`src/rtl/lsa_pkg.sv`:
```
package lsa_pkg;

   typedef enum logic [1:0] {
      SZ_BYTE = 2'd0,
      SZ_HALF = 2'd1,
      SZ_WORD = 2'd2,
      SZ_RSVD = 2'd3
   } acc_size_e;

   localparam int BYTE_W = 8;
   localparam int HALF_W = 16;

endpackage

```
`src/rtl/lsa_align_chk.sv`:
```
module lsa_align_chk
   import lsa_pkg::*;
#(
   parameter int OFF_W = 2
) (
   input  acc_size_e        size_i,
   input  logic [OFF_W-1:0] off_i,
   output logic             bad_o
);

   always_comb begin
      unique case (size_i)
         SZ_BYTE: bad_o = 1'b0;
         SZ_HALF: bad_o = off_i[0];
         SZ_WORD: bad_o = |off_i;
         default: bad_o = 1'b1;
      endcase
   end

endmodule

```
`src/rtl/lsa_store_steer.sv`:
```
module lsa_store_steer
   import lsa_pkg::*;
#(
   parameter int DATA_W = 32,
   localparam int LANES = DATA_W / BYTE_W,
   localparam int OFF_W = $clog2(LANES)
) (
   input  logic              en_i,
   input  acc_size_e         size_i,
   input  logic [OFF_W-1:0]  off_i,
   input  logic              be_i,
   input  logic [DATA_W-1:0] data_i,
   output logic [LANES-1:0]  we_o,
   output logic [DATA_W-1:0] data_o
);

   localparam int HALVES = DATA_W / HALF_W;

   // Enable for each lane: compare the lane's byte address with the offset
   for (genvar k = 0; k < LANES; k++) begin : g_lane
      logic [OFF_W-1:0] pos;
      logic             hit;
      assign pos = be_i ? OFF_W'(LANES - 1 - k) : OFF_W'(k);
      always_comb begin
         unique case (size_i)
            SZ_BYTE: hit = (pos == off_i);
            SZ_HALF: hit = (pos[OFF_W-1:1] == off_i[OFF_W-1:1]);
            SZ_WORD: hit = 1'b1;
            default: hit = 1'b0;
         endcase
      end
      assign we_o[k] = en_i & hit;
   end

   always_comb begin
      unique case (size_i)
         SZ_BYTE: data_o = {LANES{data_i[BYTE_W-1:0]}};
         SZ_HALF: data_o = {HALVES{data_i[HALF_W-1:0]}};
         default: data_o = data_i;
      endcase
   end

endmodule

```
`src/rtl/lsa_load_extract.sv`:
```
module lsa_load_extract
   import lsa_pkg::*;
#(
   parameter int DATA_W = 32,
   localparam int LANES = DATA_W / BYTE_W,
   localparam int OFF_W = $clog2(LANES),
   localparam int HALVES = DATA_W / HALF_W,
   localparam int HSEL_W = (HALVES > 1) ? $clog2(HALVES) : 1
) (
   input  acc_size_e         size_i,
   input  logic [OFF_W-1:0]  off_i,
   input  logic              be_i,
   input  logic              sgn_i,
   input  logic [DATA_W-1:0] word_i,
   output logic [DATA_W-1:0] data_o
);

   logic [OFF_W-1:0]  bsel;
   logic [HSEL_W-1:0] hsel;
   logic [BYTE_W-1:0] bval;
   logic [HALF_W-1:0] hval;

   assign bsel = be_i ? OFF_W'(LANES - 1) - off_i : off_i;
   assign hsel = be_i ? HSEL_W'(HALVES - 1) - off_i[OFF_W-1:1] : off_i[OFF_W-1:1];
   assign bval = word_i[BYTE_W*bsel +: BYTE_W];
   assign hval = word_i[HALF_W*hsel +: HALF_W];

   always_comb begin
      unique case (size_i)
         SZ_BYTE: data_o = {{(DATA_W-BYTE_W){sgn_i & bval[BYTE_W-1]}}, bval};
         SZ_HALF: data_o = {{(DATA_W-HALF_W){sgn_i & hval[HALF_W-1]}}, hval};
         SZ_WORD: data_o = word_i;
         default: data_o = '0;
      endcase
   end

endmodule

```
`src/rtl/mem_lane_steer.sv`:
```
module mem_lane_steer
   import lsa_pkg::*;
#(
   parameter int DATA_W     = 32,
   parameter int ADDR_W     = 32,
   parameter bit SUPPORT_BE = 1'b1,
   localparam int LANES = DATA_W / BYTE_W,
   localparam int OFF_W = $clog2(LANES)
) (
   input  logic              clk,
   input  logic              rst_n,
   input  logic              req_valid,
   input  logic              is_store,
   input  logic [1:0]        size,
   input  logic [ADDR_W-1:0] addr,
   input  logic              big_endian,
   input  logic              ld_signed,
   input  logic [DATA_W-1:0] st_data,
   input  logic [DATA_W-1:0] mem_rdata,
   output logic [LANES-1:0]  wr_en,
   output logic [DATA_W-1:0] wr_data,
   output logic [DATA_W-1:0] ld_data,
   output logic              misalign,
   output logic              misalign_q
);

   if (DATA_W != 32) begin : g_bad_width
      $error("mem_lane_steer: DATA_W must be 32 for byte/half/word sizes");
   end
   if (ADDR_W < OFF_W) begin : g_bad_addr
      $error("mem_lane_steer: ADDR_W narrower than the lane offset");
   end

   acc_size_e         size_e;
   logic [OFF_W-1:0]  off;
   logic              eff_be;
   logic              bad;
   logic [DATA_W-1:0] ld_raw;
   logic              unused_addr_hi;

   assign size_e         = acc_size_e'(size);
   assign off            = addr[OFF_W-1:0];
   assign unused_addr_hi = ^addr[ADDR_W-1:OFF_W];

   // Byte-order variant chosen at elaboration
   if (SUPPORT_BE) begin : g_be
      assign eff_be = big_endian;
   end else begin : g_le_only
      logic unused_be;
      assign unused_be = big_endian;
      assign eff_be    = 1'b0;
   end

   lsa_align_chk #(.OFF_W(OFF_W)) u_align (
      .size_i (size_e),
      .off_i  (off),
      .bad_o  (bad)
   );

   lsa_store_steer #(.DATA_W(DATA_W)) u_store (
      .en_i   (req_valid & is_store & ~bad),
      .size_i (size_e),
      .off_i  (off),
      .be_i   (eff_be),
      .data_i (st_data),
      .we_o   (wr_en),
      .data_o (wr_data)
   );

   lsa_load_extract #(.DATA_W(DATA_W)) u_load (
      .size_i (size_e),
      .off_i  (off),
      .be_i   (eff_be),
      .sgn_i  (ld_signed),
      .word_i (mem_rdata),
      .data_o (ld_raw)
   );

   assign ld_data  = bad ? '0 : ld_raw;
   assign misalign = req_valid & bad;

   always_ff @(posedge clk or negedge rst_n) begin
      if (!rst_n) misalign_q <= 1'b0;
      else        misalign_q <= misalign;
   end

endmodule

```
`config.mk`:
```
export PLATFORM = sky130hd
export DESIGN_NAME = mem_lane_steer
export DESIGN_NICKNAME = d
export VERILOG_FILES = /design/src/rtl/lsa_pkg.sv /design/src/rtl/lsa_align_chk.sv /design/src/rtl/lsa_store_steer.sv /design/src/rtl/lsa_load_extract.sv /design/src/rtl/mem_lane_steer.sv
export SDC_FILE = /design/constraint.sdc
export NUM_CORES = 1
export LEC_CHECK = 0
export BUFFER_PORTS_ARGS = -buffer_cell sky130_fd_sc_hd__buf_2
export CAP_MARGIN = 20
export CORE_AREA = 2 2 71 73
export DETAILED_ROUTE_END_ITERATION = 10
export DIE_AREA = 0 0 73 75
export PLACE_DENSITY_LB_ADDON = 0.2
export SLEW_MARGIN = 20
export SYNTH_ARGS = -nofsm -noshare
export SYNTH_HDL_FRONTEND = slang
export SYNTH_SLANG_ARGS = --single-unit
export TNS_END_PERCENT = 1
```
`constraint.sdc`:
```
create_clock -name clk -period 1.46 [get_ports clk]
set_input_delay 0.219 -clock clk [delete_from_list [all_inputs] [get_ports clk]]
set_output_delay 0.219 -clock clk [all_outputs]
set_load 0.005 [all_outputs]
```
==> results.md, run 1 <==
* DIE WIDTH at approximately 73 um
* Post-DP HPWL at 4240 um
* Tmin final at 1.71 ns
* Die area at between 5000 and 6000 sq um
* Largest regs: misalign_q: 1 flops
* Top cells by area, synth: mux2i_1 14%, mux2_2 14%, nand2_1 13%, o21ai_0 7.2%, nor2_1 7.1%
* I/O Pins at approximately 170
* Fraction of registers with async set/reset at 1.00
* Post-Syn Nets at between 300 and 400
* Design area at 2370 sq um
* Failing checks: negative setup slack
* DRT antenna net count at 0
* Pleak at 1.31 nW
* Largest net degree at the start of global routing at 30
* Slew Viols, Final at 0
* Final Hold Viols at 0
* Synth Area per Inst at 6.59 sq um
* Final antenna diode count at 0
* Slew HR at 0.748
* Final worst-path cycle share at 1.17
* CP required at 1.24 ns
* Layout Area Growth over Synthesis at 79.8%
* Worst setup SP type: input pin
* Avg WL per Cell at ~13 um
* Critical Path Start: addr[1]
* RSZ-0062 raised after global routing: true
* CP cell instances: buf_12 > xnor2_4 > buf_12 > mux2i_4 > nor2_1 > a221o_1 > buf_2
* Slack of the critical path at -0.249 ns
* Count leader, synth: nand2_1
* Number of global-route vias before repair at 1669
* Post-CTS setup buffers at 0
* Drc violations at 0
* Final Total Pwr at ~800 uW
* Status: complete, but fails checks
* Synth Register Bits at 1
* Port bufs at about 140
* Global route overflow at 0
* Hold_sp: req_valid
* Area leader, netlist: mux2i_1
* Commonest cells post-synth: 44 x nand2_1, 25 x nor2_1, 19 x mux2i_1, 19 x o21ai_0, 16 x mux2_2
* MaxCap Viol Count at 0
* # setup viols final at 36
* Yosys warning count at 0
* Slew @ Worst Pin at roughly 0.38 ns
* DP Area at about 2200 sq um
* Peak VDD IR at between 0.15 and 0.2 mV
* Critical path peak fanout at 7
* Pwr Density at roughly 340 nW/um^2
* Initial core utilization at 0.283
* First-pass GRT wire length at 7520 um
* Crit-path most repeated cell: buf_12
* Syn Inst Count at 200
* Max reg flops at 1
* Fin nets at about 450
* Syn Std Cell Area at 1320 sq um
* Drt initial violations at 45
* Finished Core Util at 0.508
* Fin Hold WS at about 0.47 ns
* Register area share after synthesis at 0.0190
* Critical path class: input pin to primary output
* Slowest cell on the critical path: xnor2_4
* Hold Path Class: input pin to flop
* WP data arrival at 1.49 ns
* Biggest register: misalign_q
* CP max stage delay at 0.27 ns
* Gr usage total at 0.168
* Die Height at roughly 75 um
* # rows at 25
* Core Box Area at around 4700 sq um
* Largest delay contributor family on the critical path: buffers and inverters
* Worst setup EP type: primary output
* Via/cell ratio at around 4.8
* Fmax at between 500 and 600 MHz
* Final wirelength at between 5000 and 6000 um
* Share of layout cells above drive strength 1 at 0.599
* DR pass1 iterations at 4
* Share of the synthesized area in the top cell type at 0.144
* Clk pin slew, worst setup/hold paths at 0 ns
* Final GP Congestion at 0.844
* Dpl ws at -0.332 ns
* Synth cell types at 40
* Ys flop type: dfrtp_1
* CP bufs+invs at 3
* Via count at just under 2000
* Initial antenna violation count at 0
* EDFF count, synth at 0
* FILL cells at slightly below 500
==> final cells by class <==
| cell class | count | area, sq um | area share |
|---|---|---|---|
| well taps | 54 | 67.6 | 0.0285 |
| multi-input cells | 174 | 1250 | 0.527 |
| inverters | 1 | 3.75 | 0.00158 |
| flip-flops and latches | 1 | 25.0 | 0.0106 |
| repair buffers | 171 | 1020 | 0.433 |
==> report_power, final <==
| group | internal, mW | switching (mW) | total [mW] |
|---|---|---|---|
| logic | 0.418 | 0.348 | 0.766 |
| clock network | 0 | 0 | 0 |
| registers | 0.0301 | 0.000295 | 0.0304 |
==> worst paths after layout <==
check                      cells past startpoint                   end  slack, ns
hold / removal                                 2  misalign_q$_DFF_PN0_       0.47
min in group asynchronous                      2  misalign_q$_DFF_PN0_       0.54
setup / recovery                               7            ld_data[0]      -0.25
max in group asynchronous                      2  misalign_q$_DFF_PN0_       0.84
==> stage by stage <==
stage               instances  TNS (ns)
CTS                       401     -6.72
detailed placement        400    -10.29
global route              401     -9.54
finish                    401     -6.80
global placement          400    -10.12
floorplan                 200    -0.969
==> layout by cell type, fill, tap and decap left out, drive strengths merged <==
master | netlist | layout
buf | 18 | 169
nand2 | 44 | 44
nor2 | 27 | 27
o21ai | 20 | 20
mux2i | 19 | 19
mux2 | 16 | 16
a21oi | 14 | 14
a221o | 7 | 7
nor3b | 3 | 3
and3 | 2 | 2
nor3 | 2 | 2
nand2b | 2 | 2
and2b | 2 | 2
nor2b | 1 | 1
o211ai | 1 | 1
o31ai | 1 | 1
o22ai | 1 | 1
o221a | 1 | 1
xnor2 | 1 | 1
o221ai | 1 | 1
nand3 | 1 | 1
o21a | 1 | 1
o32ai | 1 | 1
a31oi | 1 | 1
o31a | 1 | 1
and2 | 1 | 1
nand4b | 1 | 1
or3 | 1 | 1
xor2 | 1 | 1
inv | 1 | 1
dlygate4sd3 | 0 | 1
clkbuf | 6 | 1
dfrtp | 1 | 1
==> layer usage <==
layer  share of wire  track usage
met1            0.42        0.222
met2            0.50        0.311
met3           0.073       0.0147
met4          0.0035      0.00617
met5               0            0
==> logic make-up after synthesis <==
logic type | after synthesis | share of synthesized area
compound gates | 50 | 0.263
xor+xnor | 2 | 0.0190
buf+inv | 25 | 0.123
flops | 1 | 0.0190
mux | 35 | 0.281
simple gates | 87 | 0.294
==> timing repair <==
action	CTS	global route
cloned	1	0
endpoints found under the hold margin	1	0
gates resized for setup	27	17
hold buffers	1	0
setup endpoints to repair	44	54
pin swaps	19	4
No activity file was read; power rests on OpenSTA's default activity.
==> inputs of run 2 (changes only) <==
- ABC_AREA: unset -> 1
- CORE_AREA: 2 2 71 73 -> 2 2 55 108
- DIE_AREA: 0 0 73 75 -> 0 0 57 110
==> run 2 against run 1 <==
First-iteration DRC count is 47% higher. Routed wire length is 42% higher. Sequential share of layout area is 0.23 points lower. Via count is 39% higher. Global-route usage is 3.0 points higher. Cell count is 39% higher. Hold slack worse by 0.012 ns. Fmax is 9.0% higher. Synthesized area is 34% higher. Total power is 27% higher. Largest power group unchanged. The flow still finishes with violations (negative setup slack). Largest cell class unchanged. Sequential power hardly changed.
==> results.md, run 2 <==
* Peak VDD IR at a little under 0.2 mV
* Most Crowded Layer GR: met2
* Syn Inst Count at roughly 340
* EDFF count, synth at 0
* Commonest non-fill, non-tap cell in the layout: buf_2
* Worst setup SP type: input pin
* Hold Path Class: input pin to flop
* Pleak at roughly 1.7 nW
* Clk pin slew, worst setup/hold paths at 0 ns
* Register area share after synthesis at 0.0141
* Count leader, synth: nand2_1
* Critical path class: input pin to primary output
* Final worst-path cycle share at 1.07
* Setup TNS Final at -2.02 ns
* CP required at 1.24 ns
* Slew HR at 0.839
* Initial core utilization at 0.327
* Core Box Area at about 5400 sq um
* DIE WIDTH at ~57 um
* Max reg flops at 1
* First-pass GRT wire length at 10300 um
* Hold path endpoint: misalign_q$_DFF_PN0_
* Critical path peak fanout at 6
* Post-Syn Nets at between 400 and 500
* Die Height at 110 um
* Initial antenna violation count at 0
* DRT antenna net count at 0
* Slew @ Worst Pin at around 0.24 ns
* Via/cell ratio at between 4 and 5
* Slew Viols, Final at 0
* RSZ-0062 raised after global routing: true
* Top cells by area, synth: nand2_1 30%, inv_1 11%, a21oi_2 11%, nand3_1 9.0%, buf_6 7.0%
* Pwr Density at ~330 nW/um^2
* Drc violations at 0
* Layout Area Growth over Synthesis at 70.5%
* Post-DP HPWL at about 5600 um
* Final antenna diode count at 0
* Met3 Use GR at 0.0245
* GR Util met2 at 0.438
* I/O Pins at 174
* Area leader, netlist: nand2_1
* Port bufs at approximately 140
* Yosys warning count at 0
* Final wirelength at between 7000 and 8000 um
* Largest net degree at the start of global routing at 23
* Largest regs: misalign_q: 1 flops
* Worst setup EP type: primary output
* # rows at 38
* Status: complete, but fails checks
* Fmax at between 600 and 700 MHz
* Slack of the critical path at -0.107 ns
* Fin nets at approximately 600
* Hold_sp: req_valid
* Final GP Congestion at about 0.86
* DR pass1 iterations at 4
* Synth Area per Inst at 5.19 sq um
* Share of the synthesized area in the top cell type at 0.297
* Global route overflow at 0
* Ys flop type: dfrtp_1
* Fraction of registers with async set/reset at 1.00
* Commonest non-fill, non-tap cells in the layout: 138 x buf_2, 132 x nand2_1, 50 x inv_1
* WP data arrival at approximately 1.4 ns
* Drt initial violations at 66
* Gr usage total at 0.197
* Share of layout cells above drive strength 1 at 0.494
* Met1 Use GR at 0.177
* DP Area at ~2700 sq um
* Synth cell types at 24
* Design area at around 3000 sq um
* Avg WL per Cell at 13.0 um
* Number of global-route vias before repair at around 2500
* Tmin final at 1.57 ns
* Failing checks: negative setup slack
* Commonest cells post-synth: 140 x nand2_1, 52 x inv_1, 32 x nand3_1, 22 x a21oi_2, 14 x o21ai_0
* Via count at 2692
* MaxCap Viol Count at 0
* WHS Path Cells at 3
* # setup viols final at 29
* Biggest register: misalign_q
* Final Hold Viols at 0
* Die area at roughly 6300 sq um
* Syn Std Cell Area at about 1800 sq um
* Synth Register Bits at 1
[run 2: cell types whose count changed after synthesis, moves of 16 or more]
cell and delta:
nand2_1 +96, inv_1 +51, nand3_1 +31, a21oi_2 +22, mux2i_1 -19, mux2_2 -16, nor2_1 -16
[run 2: cells by family after synthesis]
group | count (synthesis) | synth area share
AO/OA/AOI/OAI | 64 | 0.252
AND/OR/NAND/NOR | 192 | 0.481
buffers and inverters | 84 | 0.254
flip-flops | 1 | 0.0141
[run 2: worst max-delay path by stage]
stage,startpoint,end,slack [ns],cells past startpoint
final,big_endian,ld_data[28],-0.11,10
after floorplan,addr[0],ld_data[11],0.20,8
after CTS,addr[1],ld_data[0],-0.11,11
after global routing,big_endian,ld_data[13],-0.17,10
after global placement,big_endian,ld_data[2],-0.15,10
after detailed placement,addr[1],ld_data[0],-0.17,11
[run 2: timing repair]
| action | 4_1_cts | 5_1_grt |
|---|---|---|
| endpoints found under the hold margin | 1 | 0 |
| cloned | 0 | 4 |
| buffers inserted | 1 | 2 |
| setup endpoints to repair | 35 | 36 |
| resized for setup | 11 | 52 |
| hold buffers | 1 | 0 |
| pin swaps | 1 | 13 |
[run 2: power by group]
part	total [mW]	internal [mW]	switching [mW]
clock	0	0	0
sequential	0.0304	0.0301	0.000301
combinational	0.977	0.461	0.516
[run 2: area by class of cell]
type,count,area [sq um]
well taps,60,75.1
inverters,58,243
multi-input cells,257,1470
repair buffers,180,1210
flip-flops and latches,1,25.0
fillers,565,2400
[run 2: metrics by stage]
step	util	hold slack (ns)	power, mW	worst slack (ns)	instances
2_1_floorplan	-	-0.0766	0.503	0.199	341
4_1_cts	0.504	0.462	0.912	-0.105	550
3_3_place_gp	0.493	-0.00715	0.879	-0.147	548
3_5_place_dp	0.493	-0.00551	0.887	-0.175	548
5_1_grt	0.557	0.481	1.10	-0.173	556
6_report	0.557	0.461	1.01	-0.107	556
[run 2: metal layers]
layer / routed length [um] / vias to the layer above
li1: - / 1371
met1: 2300 / 1178
met2: 4230 / 131
met3: 527 / 12
met4: 176 / 0
met5: 0 / -
[run 2: worst max-delay path, cell delays in order]
cell	delay, ns
buf_12	0.12
inv_8	0.07
nand2_4	0.05
nand2_4	0.09
inv_4	0.05
nand3_4	0.08
nand4_4	0.20
clkbuf_16	0.23
a21oi_2	0.11
buf_2	0.12
==> inputs of run 3 (changes only) <==
- ABC_AREA: 1 -> unset
- CORE_AREA: 2 2 55 108 -> 2 2 51 101
- DIE_AREA: 0 0 57 110 -> 0 0 53 103
==> run 3 against run 2 <==
The run still ends with negative setup slack left. Combinational power shrank 17%. Via count shrank 25%. Largest cell class unchanged. Critical path type unchanged. Final area shrank 18%. Hold slack gained 0.013 ns. Cell count shrank 26%.
==> results.md, run 3 (synthesis results as in run 1) <==
* Peak VDD IR at between 0.15 and 0.2 mV
* Share of layout cells above drive strength 1 at 0.643
* RSZ-0062 raised after global routing: true
* Worst setup EP type: primary output
* Core Box Area at between 4000 and 5000 sq um
* First-pass GRT wire length at around 8400 um
* MaxCap Viol Count at 0
* DRT antenna net count at 0
* FF/Latch Area at roughly 25 sq um
* Gr usage total at 0.190
* Net Sw Frac at 0.439
* CP cell instances: buf_8 > and2b_2 > mux2i_2 > o221a_4 > buf_4 > nand2_2 > o21ai_1 > buf_2
* Pleak at around 1.4 nW
* Layout Area Growth over Synthesis at 88.5%
* Global route overflow at 0
* Post-route insts no fill at between 400 and 500
* Hold Path Class: input pin to flop
* M1 WL at roughly 2300 um
* # rows at 36
* Die area at between 5000 and 6000 sq um
* Crit path depth at 8
* Final wirelength at ~5600 um
* Design area at 2480 sq um
* DIE WIDTH at roughly 53 um
* Via count at a little over 2000
* Avg WL per Cell at between 10 and 15 um
* DR pass1 iterations at 4
* WP data arrival at ~1.5 ns
* Initial core utilization at 0.279
* I/O Pins at between 150 and 200
* Commonest non-fill, non-tap cells in the layout: 138 x buf_2, 43 x nand2_1, 31 x buf_4
* Fin nets at roughly 460
* Via/cell ratio at 4.90
* Slew HR at 0.799
* Sequential share of power at 0.036
* Clock Power Share at 0
* P_int at 472 uW
* Drc violations at 0
* Final antenna diode count at 0
* Drt initial violations at 16
* Top layer in use: met4
* Largest delay contributor family on the critical path: compound AO/OA/AOI/OAI gates
* Port bufs at roughly 140
* Largest net degree at the start of global routing at 22
* Final GP Congestion at 0.843
* CP bufs+invs at 3
* Commonest non-fill, non-tap cell in the layout: buf_2
* Status: complete, but fails checks
* Net load switching power at 370 uW
* Area occupied by multi-input gates at roughly 1300 sq um
* Tmin final at between 1.5 and 2 ns
* Biggest register: misalign_q
* Dpl ws at -0.317 ns
* DP Area at between 2000 and 2500 sq um
* Final worst-path cycle share at 1.17
* Initial antenna violation count at 0
* Clk pin slew, worst setup/hold paths at 0 ns
* Slew @ Worst Pin at roughly 0.3 ns
* Slew Viols, Final at 0
* Comb pwr share at 0.964
* Setup TNS Final at -7.42 ns
* Largest regs: misalign_q: 1 flops
* Max reg flops at 1
* Critical path peak fanout at 8
* Pwr Density at 339 nW/um^2
* Met2 wire len at 2890 um
* Fmax at 585 MHz
* Post-DP HPWL at ~4500 um
* Hold_sp: req_valid
* # setup viols final at 36
* Failing checks: negative setup slack
* CP required at roughly 1.2 ns
* Cells after DPL at ~410
* Met3 wire len at approximately 410 um
* Slack of the critical path at -0.249 ns
* Slowest cell on the critical path: and2b_2
* FILL cells at around 500
* Number of global-route vias before repair at 1885
* Critical path class: input pin to primary output
* Hold path endpoint: misalign_q$_DFF_PN0_
* Die Height at roughly 100 um
* Worst setup SP type: input pin
* Final Hold Viols at 0
* WHS Path Cells at 2
* CP max stage delay at around 0.24 ns
## run 3: what timing repair did
action                                  CTS  global route
endpoints found under the setup margin   37            44
pin swaps                                10             8
hold buffers                              1             0
cloned                                    1             1
resized for setup                        29            28
buffers inserted                          5             2
hold endpoints to repair                  1             0
## run 3: power groups by stage
stage	clock network (mW)	registers (mW)	logic (mW)
final	0	0.0305	0.812
after global routing	0	0.0308	0.896
after CTS	0	0.0306	0.750
after detailed placement	0	0.0306	0.691
after global placement	0	0.0306	0.684
after floorplan	0	0.0310	0.352
## run 3: final cells by class
class / instances / area share
timing repair buffer: 180 / 0.436
sequential: 1 / 0.0101
multi-input combinational: 174 / 0.524
inverter: 1 / 0.00151
tap: 57 / 0.0287
## run 3: worst max path at each step
| stage | start | endpoint |
|---|---|---|
| after detailed placement | addr[1] | ld_data[10] |
| after floorplan | big_endian | ld_data[20] |
| after CTS | addr[0] | ld_data[27] |
| after global placement | addr[1] | ld_data[5] |
| after global routing | addr[0] | ld_data[10] |
| final | addr[0] | ld_data[10] |
## run 3: routing by layer
layer  vias to the layer above  global-route usage
met5                         -                   0
met4                         0             0.00789
met3                         2              0.0145
met2                        93               0.348
met1                       912               0.250
li1                       1018                   -
## run 3: through the flow
step	utilization	hold WS (ns)	total power, mW
6_report	0.525	0.474	0.842
5_1_grt	0.525	0.496	0.927
4_1_cts	0.501	0.471	0.780
2_1_floorplan	-	-0.0766	0.383
3_3_place_gp	0.465	-0.00566	0.714
3_5_place_dp	0.465	-0.00322	0.721
